**config.mk**
```make
export PLATFORM = sky130hd
export DESIGN_NAME = ctrlword_datapath
export DESIGN_NICKNAME = d
export VERILOG_FILES = /design/src/rtl/cwdp_pkg.sv /design/src/rtl/cwdp_src_mux.sv /design/src/rtl/cwdp_dest_dec.sv /design/src/rtl/cwdp_regbank.sv /design/src/rtl/cwdp_alu.sv /design/src/rtl/ctrlword_datapath.sv
export SDC_FILE = /design/constraint.sdc
export NUM_CORES = 1
export LEC_CHECK = 0
export BUFFER_PORTS_ARGS = -buffer_cell sky130_fd_sc_hd__buf_2
export CAP_MARGIN = 20
export CORE_MARGIN = 3
export CORE_UTILIZATION = 34
export CTS_CLUSTER_SIZE = 24
export DETAILED_ROUTE_END_ITERATION = 10
export GPL_ROUTABILITY_DRIVEN = 0
export GPL_TIMING_DRIVEN = 0
export MAX_ROUTING_LAYER = met4
export SLEW_MARGIN = 20
export SYNTH_ARGS = -nofsm -noshare
export SYNTH_HDL_FRONTEND = slang
export SYNTH_SLANG_ARGS = --single-unit
```
**constraint.sdc**
```tcl
create_clock -name clk -period 13.95 [get_ports clk]
set_clock_uncertainty 0.15 [all_clocks]
set_input_delay 2.0925 -clock clk [delete_from_list [all_inputs] [get_ports clk]]
set_output_delay 2.0925 -clock clk [all_outputs]
set_load 0.005 [all_outputs]
```
**src/rtl/cwdp_pkg.sv**
```systemverilog
`timescale 1ns/1ps
package cwdp_pkg;

  // ALU operation codes (sparse 5-bit set)
  typedef enum logic [4:0] {
    OP_PASS = 5'b00000,
    OP_INC  = 5'b00001,
    OP_ADD  = 5'b00010,
    OP_SUB  = 5'b00101,
    OP_DEC  = 5'b00110,
    OP_AND  = 5'b01000,
    OP_OR   = 5'b01010,
    OP_XOR  = 5'b01100,
    OP_NOT  = 5'b01110,
    OP_SRL  = 5'b10000,
    OP_SLL  = 5'b11000
  } alu_op_e;

  localparam int OP_W = $bits(alu_op_e);

  // True for the codes that have a defined ALU function
  function automatic logic op_is_known(input logic [OP_W-1:0] code);
    case (alu_op_e'(code))
      OP_PASS, OP_INC, OP_ADD, OP_SUB, OP_DEC,
      OP_AND, OP_OR, OP_XOR, OP_NOT, OP_SRL, OP_SLL: return 1'b1;
      default: return 1'b0;
    endcase
  endfunction

endpackage

```
**src/rtl/cwdp_src_mux.sv**
```systemverilog
`timescale 1ns/1ps
// Operand bus multiplexer: code 0 picks the external input, code n picks Rn
module cwdp_src_mux #(
  parameter int DATA_W   = 8,
  parameter int NUM_REGS = 7,
  parameter int SEL_W    = 3
) (
  input  logic [SEL_W-1:0]           sel,
  input  logic [DATA_W-1:0]          ext,
  input  logic [NUM_REGS*DATA_W-1:0] regs_flat,
  output logic [DATA_W-1:0]          bus
);

  always_comb begin
    bus = ext;
    for (int i = 0; i < NUM_REGS; i++) begin
      if (sel == SEL_W'(i + 1)) bus = regs_flat[i*DATA_W +: DATA_W];
    end
  end

endmodule

```
**src/rtl/cwdp_dest_dec.sv**
```systemverilog
`timescale 1ns/1ps
// Destination decoder: code 0 enables nothing, code n enables register n
module cwdp_dest_dec #(
  parameter int NUM_REGS = 7,
  parameter int SEL_W    = 3
) (
  input  logic [SEL_W-1:0]    sel_d,
  output logic [NUM_REGS-1:0] load_vec
);

  for (genvar i = 0; i < NUM_REGS; i++) begin : g_dec
    assign load_vec[i] = (sel_d == SEL_W'(i + 1));
  end

endmodule

```
**src/rtl/cwdp_regbank.sv**
```systemverilog
`timescale 1ns/1ps
// General registers, each with its own load enable
module cwdp_regbank #(
  parameter int DATA_W   = 8,
  parameter int NUM_REGS = 7
) (
  input  logic                       clk,
  input  logic                       rst,
  input  logic [NUM_REGS-1:0]        load_vec,
  input  logic [DATA_W-1:0]          din,
  output logic [NUM_REGS*DATA_W-1:0] regs_flat
);

  for (genvar i = 0; i < NUM_REGS; i++) begin : g_reg
    logic [DATA_W-1:0] q;
    always_ff @(posedge clk) begin
      if (rst)              q <= '0;
      else if (load_vec[i]) q <= din;
    end
    assign regs_flat[i*DATA_W +: DATA_W] = q;
  end

endmodule

```
**src/rtl/cwdp_alu.sv**
```systemverilog
`timescale 1ns/1ps
module cwdp_alu
  import cwdp_pkg::*;
#(
  parameter int DATA_W = 8
) (
  input  logic [DATA_W-1:0] a,
  input  logic [DATA_W-1:0] b,
  input  logic [OP_W-1:0]   op,
  output logic [DATA_W-1:0] y
);

  function automatic logic [DATA_W-1:0] alu_calc(
    input logic [DATA_W-1:0] x,
    input logic [DATA_W-1:0] z,
    input logic [OP_W-1:0]   code
  );
    logic [DATA_W-1:0] r;
    case (alu_op_e'(code))
      OP_PASS: r = x;
      OP_INC:  r = x + DATA_W'(1);
      OP_ADD:  r = x + z;
      OP_SUB:  r = x - z;
      OP_DEC:  r = x - DATA_W'(1);
      OP_AND:  r = x & z;
      OP_OR:   r = x | z;
      OP_XOR:  r = x ^ z;
      OP_NOT:  r = ~x;
      OP_SRL:  r = {1'b0, x[DATA_W-1:1]};
      OP_SLL:  r = {x[DATA_W-2:0], 1'b0};
      default: r = '0;
    endcase
    return r;
  endfunction

  assign y = alu_calc(a, b, op);

endmodule

```
**src/rtl/ctrlword_datapath.sv**
```systemverilog
`timescale 1ns/1ps
module ctrlword_datapath
  import cwdp_pkg::*;
#(
  parameter  int DATA_W   = 8,
  parameter  int NUM_REGS = 7,
  localparam int SEL_W    = $clog2(NUM_REGS + 1),
  localparam int CW_W     = 3 * SEL_W + OP_W
) (
  input  logic              clk,
  input  logic              rst,
  input  logic [CW_W-1:0]   ctrl_word,
  input  logic [DATA_W-1:0] ext_in,
  output logic [DATA_W-1:0] result_out
);

  localparam int SD_LO = OP_W;
  localparam int SB_LO = OP_W + SEL_W;
  localparam int SA_LO = OP_W + 2 * SEL_W;

  // Decoded control fields
  logic [SEL_W-1:0] sel_d;
  logic [OP_W-1:0]  opr;
  logic [SEL_W-1:0] src_sel [2];
  logic [DATA_W-1:0] src_bus [2];

  assign src_sel[0] = ctrl_word[SA_LO +: SEL_W];
  assign src_sel[1] = ctrl_word[SB_LO +: SEL_W];
  assign sel_d      = ctrl_word[SD_LO +: SEL_W];
  assign opr        = ctrl_word[OP_W-1:0];

  // Named internal events, observed by the bound checker
  logic [NUM_REGS*DATA_W-1:0] reg_flat;
  logic [NUM_REGS-1:0]        load_vec;
  logic [DATA_W-1:0]          bus_a;
  logic [DATA_W-1:0]          bus_b;
  logic [DATA_W-1:0]          alu_y;

  for (genvar k = 0; k < 2; k++) begin : g_bus
    cwdp_src_mux #(
      .DATA_W(DATA_W), .NUM_REGS(NUM_REGS), .SEL_W(SEL_W)
    ) u_mux (
      .sel(src_sel[k]), .ext(ext_in), .regs_flat(reg_flat), .bus(src_bus[k])
    );
  end

  assign bus_a = src_bus[0];
  assign bus_b = src_bus[1];

  cwdp_alu #(.DATA_W(DATA_W)) u_alu (
    .a(bus_a), .b(bus_b), .op(opr), .y(alu_y)
  );

  cwdp_dest_dec #(.NUM_REGS(NUM_REGS), .SEL_W(SEL_W)) u_dec (
    .sel_d(sel_d), .load_vec(load_vec)
  );

  cwdp_regbank #(.DATA_W(DATA_W), .NUM_REGS(NUM_REGS)) u_regs (
    .clk(clk), .rst(rst), .load_vec(load_vec), .din(alu_y), .regs_flat(reg_flat)
  );

  assign result_out = alu_y;

endmodule

```
Yosys cells after proc, flatten, opt, wreduce, memory -nomap -nowiden
Index checks and enable logic that the tools add are counted.
{"block": "word_totals", "register_bits": 56, "in_bits": 24, "out_inout_bits": 8, "elab_cells": 62}
{"block": "classes", "add_sub_neg": 4, "n_eq_ne": 31, "n_mux": 15, "n_bitwise": 4, "n_reduce_logical": 1}
{"op": "$mux 8", "n": 14}
{"op": "$pmux 8 s11", "n": 1}
{"op": "$eq 3x3->1 const B", "n": 12}
{"op": "$eq 5x4->1 const B", "n": 4}
{"op": "$eq 3x2->1 const B", "n": 6}
{"op": "$eq 5x3->1 const B", "n": 2}
{"op": "$eq 5x5->1 const B", "n": 2}
{"op": "$eq 3x1->1 const B", "n": 3}
{"op": "$add 8x1->8 const B", "n": 1}
{"op": "$add 8x8->8", "n": 1}
{"op": "$and 8x8->8", "n": 1}
{"op": "$not 8->8", "n": 1}
{"op": "$or 8x8->8", "n": 1}
{"op": "$sub 8x1->8 const B", "n": 1}
{"op": "$sub 8x8->8", "n": 1}
{"op": "$xor 8x8->8", "n": 1}
{"op": "$eq 5x1->1 const B", "n": 1}
{"op": "$eq 5x2->1 const B", "n": 1}
{"op": "$logic_not 5->1", "n": 1}

Longest topological paths before layout
{"block": "logic_depth", "depth_word": 10, "mapped_depth": 20, "depth_no_buf": 18}

Hierarchy
Synthesis repeated with hierarchy kept, for this count alone.
{"block": "hier_totals", "hier_cells": 536, "area_unflattened_um2": 4855.9}
{"module": "cwdp_regbank", "n_inst": 1, "cells_each": 181, "area_per_inst_um2": 2167.1, "seq_area_each_um2": 1121.1}
{"module": "cwdp_alu", "n_inst": 1, "cells_each": 204, "area_per_inst_um2": 1372.6, "seq_area_each_um2": 0.0}
{"module": "cwdp_src_mux", "n_inst": 2, "cells_each": 72, "area_per_inst_um2": 628.1, "seq_area_each_um2": 0.0}
{"module": "cwdp_dest_dec", "n_inst": 1, "cells_each": 7, "area_per_inst_um2": 60.1, "seq_area_each_um2": 0.0}

Least setup slack after synthesis
No wires, ideal clock.
{"block": "synth_path", "path_type": "input port to output port", "start": "input ctrl_word[9]", "end": "output result_out[5]", "arrival_ns": 5.568, "path_slack_ns": 6.139, "stages": 15, "path_buffers": 2, "cell_sequence": "buf_2 -> buf_2 -> a2111oi_0 -> nor4_1 -> inv_1 -> ha_1 -> a221oi_1 -> ha_1 -> nor2b_1 -> o21ai_0 -> a21o_1 -> nand3b_1 -> xor2_1 -> a221oi_1 -> inv_1"}
{"block": "synth_between", "elab_chain_len": 10, "elab_cells_between_ends": 20, "cone_classes": "2 x add/sub; 7 x eq/ne; 8 x mux; 3 x bitwise"}
{"element": "from (decl)", "line": "ctrlword_datapath.sv:12", "text": "input logic [CW_W-1:0] ctrl_word,"}
{"element": "$eq 3x1->1", "line": "cwdp_src_mux.sv:17", "text": "if (sel == SEL_W'(i + 1)) bus = regs_flat[i*DATA_W +: DATA_W];"}
{"element": "$mux 8 (6 in a row)", "line": "cwdp_src_mux.sv:17"}
{"element": "$mux 8 *", "line": "cwdp_src_mux.sv:17"}
{"element": "$sub 8x8->8, or another cell as far along", "line": "cwdp_alu.sv:23", "text": "OP_SUB: r = x - z;"}
{"element": "$pmux 8 s11 *", "line": "cwdp_alu.sv:19", "text": "case (alu_op_e'(code))"}
{"element": "to (decl)", "line": "ctrlword_datapath.sv:14", "text": "output logic [DATA_W-1:0] result_out"}
Every way passes the cells marked *; elsewhere a longest branch is shown, timed or not.

Worst setup path in the final report
{"block": "layout_path", "start": "input ctrl_word[9]", "end": "output result_out[3]"}
The elaborated chain is that of the path after synthesis.

==> run_results.csv <==
group,metric,value,unit
place,port_buffers,24,
logic_synthesis,synth.top_cells.by_count,"86 x nor2_1, 56 x dfxtp_1, 49 x a211oi_1, 33 x inv_1, 24 x nand2_1",
clocking,cts_root_buf,"clkbuf_16",
worst_setup_path,worstPathCellList,"buf_2, buf_2, nor2_1, o21ai_0, a221oi_1, nor4_1, inv_1, ha_1, a221oi_1, ha_1, nor2b_1, o21ai_0, and2_1, xnor2_1, a21oi_1, o21ai_0, nor3_1, inv_1, buf_2",
worst_setup_path,timing.rr.end,"u_regs.g_reg[4].q[7]$_SDFFE_PP0N_",
logic_synthesis,syn_nets,571,
power,powerDensity,91.8,nW/um2
worst_setup_path,reg2reg_depth,15,
global_routing,track_usage,19.7,%
global_routing,antenna_found_initial,0,
clocking,clockBufferDepth,2,
clocking,cts_hold_buf,0,
logic_synthesis,synth_most_common_cell,"nor2_1",
worst_setup_path,crit_fanout,10,
cells_and_area,n_antenna_cell,0,
cells_and_area,syn_to_final_growth,12.3,%
worst_setup_path,worstSetupPathType,"in2out",
logic_synthesis,ys_warn_count,0,
cells_and_area,layout-drive-gt1-share,15.0,%
floorplanning,die_area,14600,um2
timing,setup_violations,0,
clocking,cts_resized,0,
logic_synthesis,synth.top_cell.area_share,25.1,%
worst_setup_path,setup.worst_path.end_class,"primary output",
logic_synthesis,netlist_top_cells_area,"dfxtp_1 25%, mux4_2 12%, a211oi_1 8.2%",
clocking,htreeDepth,2,
min_path,min-delay-start,"u_regs.g_reg[2].q[5]$_SDFFE_PP0N_",
clocking,cts_sinks,56,
clocking,cts_made_buffers,5,
clocking,clkLatencyLatePin,0.30,ns
timing,period_minus_slack,9.07,ns
timing,final_hold_viol_count,0,
routing,drc,0,
logic_synthesis,synth_area,4470,um2
timing,slew_headroom,24.0,%
timing,grt_setup_unrepaired,"false",
routing,wl,14200,um
worst_setup_path,required,11.71,ns
worst_setup_path,r2r_start,"u_regs.g_reg[4].q[0]$_SDFFE_PP0N_",
logic_synthesis,synthDistinctLibCells,62,
logic_synthesis,ys_seq_elements,56,
min_path,min_path_cells,2,
global_routing,grt_pass1_vias,4247,
routing,first_pass_iters,6,
floorplanning,start_util,35.2,%
worst_setup_path,start_kind,"input pin",
timing,holdWs,0.368,ns
place,placed_cell_area,4840,um2
clocking,cts_tree,"done",
cells_and_area,fin_nets,603,
logic_synthesis,synth_edf_count,0,
timing,timing.fmax,110,MHz
cells_and_area,reg.largest.list,"u_regs.g.q (56)",
routing,drt_iter0_drc,519,
worst_setup_path,r2r_slack,8.89,ns
timing,tns,0,ns
global_routing,grt_pass1_wl,22300,um
logic_synthesis,synth_cells,523,
logic_synthesis,synth_ff_type,"dfxtp_1",
logic_synthesis,synth_top_area_cell,"dfxtp_1",
place,dp.cells,720,
cells_and_area,largest_register_ffs,56,
power,p_leak,0.00196,uW
floorplanning,die_x,121,um
timing,worst_slew_pin_slew,1.13,ns
floorplanning,row_count,41,
cells_and_area,max_flop_register,"u_regs.g.q",
global_routing,grt-ovfl-total,0,
global_routing,grt_max_degree,17,
timing,fin_crit_sh,65.0,%
clocking,clk_pin_slew_worst_paths,0.07,ns
place,hpwlAfterDp,11000,um
routing,post_drt_wl_per_cell,19.6,um
routing,drtAntennaViolNets,0,
routing,vias,4414,
worst_setup_path,critPathMaxStageDelay,0.93,ns
power,power,461,uW
timing,drv_slew,0,
logic_synthesis,syn_avg_cell_area,8.55,um2
worst_setup_path,arrival,6.83,ns
min_path,min_path_type,"reg2reg",
floorplanning,io_pins,32,
logic_synthesis,yosysSeqAreaShare,25.1,%
routing,via_per_inst,6.07,
clocking,post_cts_buffers,0,
power,vdd_ir_drop_max,0.0485,mV
logic_synthesis,synthArstFlopShare,0,%
min_path,hold-path-endpoint,"u_regs.g_reg[2].q[5]$_SDFFE_PP0N_",
cells_and_area,design_area,5020,um2
cells_and_area,layout.cells.non_filler,727,
job,drv_cap,0,
outcome,outcome,"finished clean",
floorplanning,core,12700,um2
floorplanning,fp.dieH,121,um
worst_setup_path,slowest_stage,"nor3_1",
## per-layer routing
metal	up-vias	GRT usage, %	part of all wire (%)
li1	2032	-	-
met3	42	2.06	5.5
met5	-	-	0
met1	2125	24.9	43
met4	0	7.93	3.6
met2	215	32.5	48
## power breakdown
group	internal (uW)	total, uW	switching [uW]
clock	102	161	59.4
sequential	168	176	7.97
combinational	48.3	124	75.2
total	319	461	143
## through the flow
stage | utilization [%] | setup WS [ns]
2_1_floorplan | - | 6.14
3_3_place_gp | 37.8 | 4.89
3_5_place_dp | 38.0 | 5.03
4_1_cts | 39.5 | 5.02
5_1_grt | 39.5 | 4.60
6_report | 39.5 | 4.88
## critical path: cells and delay by family
kind	cells	cell delay [ns]
AND/OR/NAND/NOR	5	2.01
AO/OA/AOI/OAI	6	1.14
buffers and inverters	5	0.88
adder cells (fa/ha/maj)	2	0.64
XOR/XNOR	1	0.06
## area by class of cell
| class | count | area [um2] |
|---|---|---|
| fill | 1303 | 7700 |
| clock inverter | 2 | 60.1 |
| multi-input combinational | 397 | 3090 |
| sequential | 56 | 1120 |
| inverter | 33 | 124 |
| timing repair buffer | 25 | 125 |
| clock buffer | 5 | 125 |
| buffer | 37 | 156 |
| tap | 172 | 215 |
## placed cells by master (no fill, tap or decap), types with 9 or more instances in the layout
master,count
nor2_1,86
mux4_2,23
clkbuf_1,21
ha_1,23
nand2_1,24
a211oi_1,49
buf_2,36
o21ai_0,15
dfxtp_1,56
inv_1,33
a21oi_1,14
and3_1,10
a221oi_1,16
nor3b_1,9
mux2i_1,13
## worst max-delay path by stage
stage / startpoint / end / slack [ns] / cells past startpoint
global placement: ctrl_word[9] / result_out[5] / 4.89 / 18
global route: ctrl_word[9] / result_out[3] / 4.60 / 19
detailed placement: ctrl_word[9] / result_out[3] / 5.03 / 19
finish: ctrl_word[9] / result_out[3] / 4.88 / 19
floorplan: ctrl_word[9] / result_out[5] / 6.14 / 15
CTS: ctrl_word[9] / result_out[3] / 5.02 / 19
## cells by family (layout without fill, tap and decap cells)
family | after synthesis | count (layout) | synth area share [%]
fa+ha+maj | 24 | 24 | 6.88
flops | 56 | 56 | 25.1
simple gates | 177 | 177 | 19.5
xor+xnor | 12 | 12 | 2.35
buf+inv | 70 | 102 | 6.27
mux | 40 | 40 | 15.6
compound gates | 144 | 144 | 24.4
(Power assumes the default switching activity.)
